**config.mk**
```make
export PLATFORM = sky130hd
export DESIGN_NAME = uart_mdm_ctl
export DESIGN_NICKNAME = d
export VERILOG_FILES = /design/src/rtl/uart_mdm_ctl_pkg.sv /design/src/rtl/uart_mdm_ctl_reg.sv /design/src/rtl/uart_mdm_ctl_pins.sv /design/src/rtl/uart_mdm_ctl_route.sv /design/src/rtl/uart_mdm_ctl.sv
export SDC_FILE = /design/constraint.sdc
export NUM_CORES = 1
export LEC_CHECK = 0
export BUFFER_PORTS_ARGS = -buffer_cell sky130_fd_sc_hd__buf_2
export CAP_MARGIN = 0
export CORE_AREA = 2 2 39 41
export CTS_CLUSTER_SIZE = 24
export DETAILED_ROUTE_END_ITERATION = 12
export DIE_AREA = 0 0 41 43
export PLACE_DENSITY = 0.63
export SYNTH_ARGS = -nofsm -noshare
export SYNTH_HDL_FRONTEND = slang
export SYNTH_HIERARCHICAL = 1
export SYNTH_SLANG_ARGS = --single-unit
export TNS_END_PERCENT = 50
```
**constraint.sdc**
```tcl
create_clock -name clk -period 1.1 [get_ports clk]
set_input_delay 0.11 -clock clk [delete_from_list [all_inputs] [get_ports clk]]
set_output_delay 0.11 -clock clk [all_outputs]
set_load 0.03 [all_outputs]
```
**src/rtl/uart_mdm_ctl_pkg.sv**
```systemverilog
package uart_mdm_ctl_pkg;

    localparam int DATA_W   = 8;
    localparam int N_HS     = 4;
    localparam int LOOP_POS = 4;
    localparam int CTL_W    = LOOP_POS + 1;

    // Stored control field: loop at bit 4, handshake bits 3:0
    typedef struct packed {
        logic loop;
        logic out2;
        logic out1;
        logic rts;
        logic dtr;
    } mcr_t;

    // Modem status delivered to the status logic, active high
    typedef struct packed {
        logic dcd;
        logic ri;
        logic cts;
        logic dsr;
    } mdm_stat_t;

    function automatic logic [DATA_W-1:0] mcr_to_bus(input mcr_t m);
        logic [DATA_W-1:0] v;
        v = '0;
        v[CTL_W-1:0] = m;
        return v;
    endfunction

    function automatic mcr_t bus_to_mcr(input logic [DATA_W-1:0] d);
        return mcr_t'(d[CTL_W-1:0]);
    endfunction

    function automatic logic [N_HS-1:0] hs_bits(input mcr_t m);
        return {m.out2, m.out1, m.rts, m.dtr};
    endfunction

endpackage

```
**src/rtl/uart_mdm_ctl_reg.sv**
```systemverilog
module uart_mdm_ctl_reg
    import uart_mdm_ctl_pkg::*;
(
    input  logic              clk,
    input  logic              rst,
    input  logic              wr_en,
    input  logic [DATA_W-1:0] wdata,
    output mcr_t              q
);
    always_ff @(posedge clk) begin
        if (rst) begin
            q <= '0;
        end else if (wr_en) begin
            q <= bus_to_mcr(wdata);
        end
    end
endmodule

```
**src/rtl/uart_mdm_ctl_pins.sv**
```systemverilog
module uart_mdm_ctl_pins #(
    parameter int N = 4
) (
    input  logic [N-1:0] ctl,
    input  logic         loop,
    output logic [N-1:0] pin_n
);
    for (genvar i = 0; i < N; i++) begin : g_pin
        assign pin_n[i] = loop ? 1'b1 : ~ctl[i];
    end
endmodule

```
**src/rtl/uart_mdm_ctl_route.sv**
```systemverilog
module uart_mdm_ctl_route
    import uart_mdm_ctl_pkg::*;
(
    input  logic            loop,
    input  logic [N_HS-1:0] ctl,
    input  logic            tx_sout,
    input  logic            ext_sin,
    input  logic [N_HS-1:0] pin_stat_n,
    output logic            ext_sout,
    output logic            rx_sin,
    output mdm_stat_t       stat
);
    always_comb begin
        if (loop) begin
            ext_sout = 1'b1;
            rx_sin   = tx_sout;
            stat     = mdm_stat_t'(ctl);
        end else begin
            ext_sout = tx_sout;
            rx_sin   = ext_sin;
            stat     = mdm_stat_t'(~pin_stat_n);
        end
    end
endmodule

```
**src/rtl/uart_mdm_ctl.sv**
```systemverilog
module uart_mdm_ctl
    import uart_mdm_ctl_pkg::*;
(
    input  logic              clk,
    input  logic              rst,
    input  logic              wr_en,
    input  logic [DATA_W-1:0] wdata,
    output logic [DATA_W-1:0] rdata,
    input  logic              tx_sout,
    input  logic              ext_sin,
    input  logic              dsr_n,
    input  logic              cts_n,
    input  logic              ri_n,
    input  logic              dcd_n,
    output logic              dtr_n,
    output logic              rts_n,
    output logic              out1_n,
    output logic              out2_n,
    output logic              ext_sout,
    output logic              rx_sin,
    output logic              stat_dsr,
    output logic              stat_cts,
    output logic              stat_ri,
    output logic              stat_dcd
);
    mcr_t            mcr_q;
    logic [N_HS-1:0] hs;
    logic [N_HS-1:0] hs_pin_n;
    mdm_stat_t       stat;

    uart_mdm_ctl_reg u_reg (
        .clk   (clk),
        .rst   (rst),
        .wr_en (wr_en),
        .wdata (wdata),
        .q     (mcr_q)
    );

    assign hs    = hs_bits(mcr_q);
    assign rdata = mcr_to_bus(mcr_q);

    uart_mdm_ctl_pins #(.N(N_HS)) u_pins (
        .ctl   (hs),
        .loop  (mcr_q.loop),
        .pin_n (hs_pin_n)
    );

    assign {out2_n, out1_n, rts_n, dtr_n} = hs_pin_n;

    uart_mdm_ctl_route u_route (
        .loop       (mcr_q.loop),
        .ctl        (hs),
        .tx_sout    (tx_sout),
        .ext_sin    (ext_sin),
        .pin_stat_n ({dcd_n, ri_n, cts_n, dsr_n}),
        .ext_sout   (ext_sout),
        .rx_sin     (rx_sin),
        .stat       (stat)
    );

    assign stat_dsr = stat.dsr;
    assign stat_cts = stat.cts;
    assign stat_ri  = stat.ri;
    assign stat_dcd = stat.dcd;
endmodule

```
After elaboration in Yosys (flattened, before gate mapping)

Index checks and enable logic that the tools add are counted.

Bits of input ports: 17
Word-level logic and storage cells: 17
Output and inout port bits: 18
Register bits: 5

Muxes and demuxes: 7
Bitwise gates (word level): 5

Operator list:

| operator         | count |
|---|---|
| 1-bit 2-to-1 mux | 6 |
| 4-bit 2-to-1 mux | 1 |
| 1-bit inverter   | 4 |
| 4-bit inverter   | 1 |

Logic depth before layout (Yosys ltp)

Depth after elaboration: 2
Mapped depth: 3
Mapped depth without buffers: 2

By module

Netlist, hierarchy kept.

Modules (own cells, without submodules):

| module             | cells each | area each (µm²) | sequential area each (µm²) | times used |
|---|---|---|---|---|
| uart_mdm_ctl_reg   | 16         | 180.2           | 100.1                      | 1 |
| uart_mdm_ctl_route | 11         | 67.6            | 0.0                        | 1 |
| uart_mdm_ctl       | 4          | 26.3            | 0.0                        | 1 |
| uart_mdm_ctl_pins  | 4          | 25.0            | 0.0                        | 1 |

Least setup slack after synthesis

No wires, ideal clock.

Path kind: flip-flop to output port
Start: register u_reg/q[4] (netlist name)
End: output port stat_dcd
Arrival time: 1.313 ns
Path buffers: 1
Data required time: 0.990 ns
Path slack: -0.323 ns
Cell stages (with the launch flop): 3
Path through: dfxtp_1 -> buf_6 -> o21ai_0

Word-level cells in the longest chain between the ends: 1

RTL lines:

| what                     | line                     | RTL |
|---|---|---|
| start: declaration       | uart_mdm_ctl_reg.sv:8    | `output mcr_t q` |
| start signal: assignment | uart_mdm_ctl_reg.sv:14   | `q <= bus_to_mcr(wdata);` |
| 4-bit 2-to-1 mux         | uart_mdm_ctl_route.sv:14 | `if (loop) begin` |
| end: declaration         | uart_mdm_ctl.sv:24       | `output logic stat_dcd` |

Every way passes these cells.

Worst setup path in the final report

Start: register u_reg/q[4] (netlist name)
End: output port ext_sout

Word-level cells in the longest chain between the ends: 1

RTL lines:

| what             | line                     | RTL |
|---|---|---|
| 1-bit 2-to-1 mux | uart_mdm_ctl_route.sv:14 |  |
| end: declaration | uart_mdm_ctl.sv:19       | `output logic ext_sout,` |

Every way passes these cells.

==> impl_metrics.py <==
metrics = {
    "final_layout": {
        "largest_reg_flops": 5,
        "nFillCells": 144,
        "multi_input_area_sq_um": 201.4,
        "nets": 84,
        "reg_top3": "u_reg/q: 5 flops",
        "area_growth_pct": 92.89,
        "num_antenna_cells": 0,
        "drive_above_1_share_pct": 65.15,
        "register_area_sq_um": 103.9,
        "regMostFlops": "u_reg/q",
        "layout.cells.non_filler": 82,
    },
    "die": {
        "core-area_sq_um": 1384,
        "die-height_microns": 43,
        "dieArea_sq_um": 1763,
        "die_x_microns": 41,
        "start_util_pct": 21.61,
        "ios": 35,
        "rows": 14,
    },
    "sta": {
        "period_share_pct": 105.7,
        "maxSlewViolCount": 0,
        "rsz0062_at_grt": "yes",
        "holdWs_ps": 96.15,
        "finalCriticalPeriod_ps": 1163,
        "fmax_mhz": 860.2,
        "setup_ws_ps": -62.57,
        "setup_viol": 8,
        "fin_skew_ps": 0,
        "hold_viol": 0,
    },
    "clocking": {
        "clk_latency_ps": 230,
        "holdBufCountCts": 0,
        "numCtsBuffers": 3,
        "cts_setup_buffers": 0,
        "cts-root-buf": "clkbuf_4",
        "tritoncts": "built",
        "clk_pin_slew_worst_paths_ps": 40,
        "clockBufferDepth": 2,
        "h-tree-depth": 1,
        "clock_sinks": 5,
    },
    "power": {
        "leakage_nw": 0.2923,
        "power-per-cell-area_nw_per_um2": 1155,
        "ir_worst_vdd_mv": 0.4173,
        "power_mw": 0.6660,
    },
    "synth": {
        "synth_common_cells": "dfxtp_1 (5), mux2i_1 (5), nor2_1 (5)",
        "synth_area_sq_um": 299.0,
        "ys_ff_latch": 5,
        "ys.warnings.count": 6,
        "netlist_instances": 35,
        "synthArstFlopShare_pct": 0,
        "synth_ff_type": "dfxtp_1",
        "seq_area_frac_synth_pct": 33.47,
        "yosysTopAreaCell": "dfxtp_1",
        "yosys-top-cells-area": "dfxtp_1 (33%), mux2i_1 (17%), nand2b_1 (8.4%)",
        "synth_edf_count": 0,
        "yosysTopAreaCellShare_pct": 33.47,
        "avgSynthCellArea_sq_um": 8.544,
        "synth_cell_type_count": 11,
    },
    "placed_design": {
        "dp.cells": 78,
        "routabilityCongestion": 0.5943,
        "dp_hpwl_microns": 584.8,
        "numPortBuffers": 28,
    },
    "critical_path": {
        "r2r_slack_ps": 410,
        "ff2ff_path_depth": 2,
        "end_kind": "output pin",
        "crit_type": "reg2out",
        "required_ps": 990,
        "start_kind": "flip-flop",
        "arrival_ps": 1050,
        "cp_max_fo": 5,
    },
    "hold_path": {
        "min_path_type": "in2reg",
        "hold_depth": 2,
    },
    "global_routing": {
        "grt_pass1_wl_mm": 1.235,
        "grt_pass1_vias": 315,
        "grt_max_degree": 10,
        "overflow": 0,
        "track_usage_pct": 10.85,
        "antenna_found_initial": 0,
    },
    "run_status": {
        "status": "finished with violations",
        "violations": "negative setup slack",
    },
    "route": {
        "avgRoutedWirePerCell_microns": 9.854,
        "first_pass_iters": 1,
        "wl_microns": 808,
        "drt_first_iter_violations": 0,
        "drcViolationCount": 0,
        "vias_per_cell": 4.061,
        "postRouteAntennaNets": 0,
        "via_count": 333,
    },
    "job": {
        "cap_violations": 0,
    },
}
-- path summary, 6_finish.rpt --
kind | from | end
setup reg to reg | u_reg/q[3] | u_reg/q[3]
hold reg to reg | u_reg/q[2] | u_reg/q[2]
setup / recovery | u_reg/q[4] | ext_sout
hold / removal | rst | u_reg/q[4]
-- power breakdown --
group	switching, mW	total (mW)	internal, mW	leakage [nW]
Clock	0.0663	0.203	0.137	0.0150
Sequential	0.0158	0.208	0.192	0.0420
Combinational	0.142	0.255	0.114	0.235
Total	0.224	0.666	0.442	0.292
-- logic make-up after synthesis --
logic type / share of synthesized area [%]
AND/OR/NAND/NOR: 21.76
multiplexers: 21.76
buffers and inverters: 15.06
other: 1.254
AO/OA/AOI/OAI: 6.695
flip-flops: 33.47
-- placed cells by master, fill, tap and decap left out, drive strengths merged --
master and instances:
buf 30, clkbuf 4, conb 3, dfxtp 5
mux2 1, mux2i 5, nand2 4, nand2b 4
nor2 5, o21ai 4, or2 1
-- layer usage --
metal | global-route usage [%] | up-vias | routed length [microns]
met2 | 19.06 | 20 | 459
met4 | 6.000 | 0 | 0
met5 | 0 | - | 0
li1 | - | 170 | -
met3 | 4.712 | 0 | 88
met1 | 9.355 | 143 | 259
-- worst max-delay path, stage by stage (launching register included) --
cell and delay (ps):
dfxtp_4 350, buf_6 120, or2_1 210, buf_6 140
-- per-stage QoR --
| step | util [%] | instance area, sq um | setup TNS [ps] | setup slack (ps) |
|---|---|---|---|---|
| after global placement | 31.83 | 440.4 | 0 | 84.83 |
| after global routing | 41.68 | 576.8 | -701.8 | -105.4 |
| after CTS | 40.96 | 566.8 | -261.0 | -68.40 |
| final | 41.68 | 576.8 | -209.3 | -62.57 |
| after detailed placement | 31.83 | 440.4 | 0 | 86.33 |
| after floorplan | - | 310.3 | -448.8 | -112.4 |
-- layout make-up --
type                       instances  share of cell area, %
sequential                         5                  18.00
multi-input combinational         27                  34.92
timing repair buffer              30                  39.05
tap                               16                  3.471
clock buffer                       4                  4.555
-- what timing repair did --
item                                    CTS  global route
pin swaps                                 2             0
endpoints found under the setup margin   10            10
resized for setup                        28             3
gates cloned                              0             0
No activity file was read; power rests on OpenSTA's default activity.
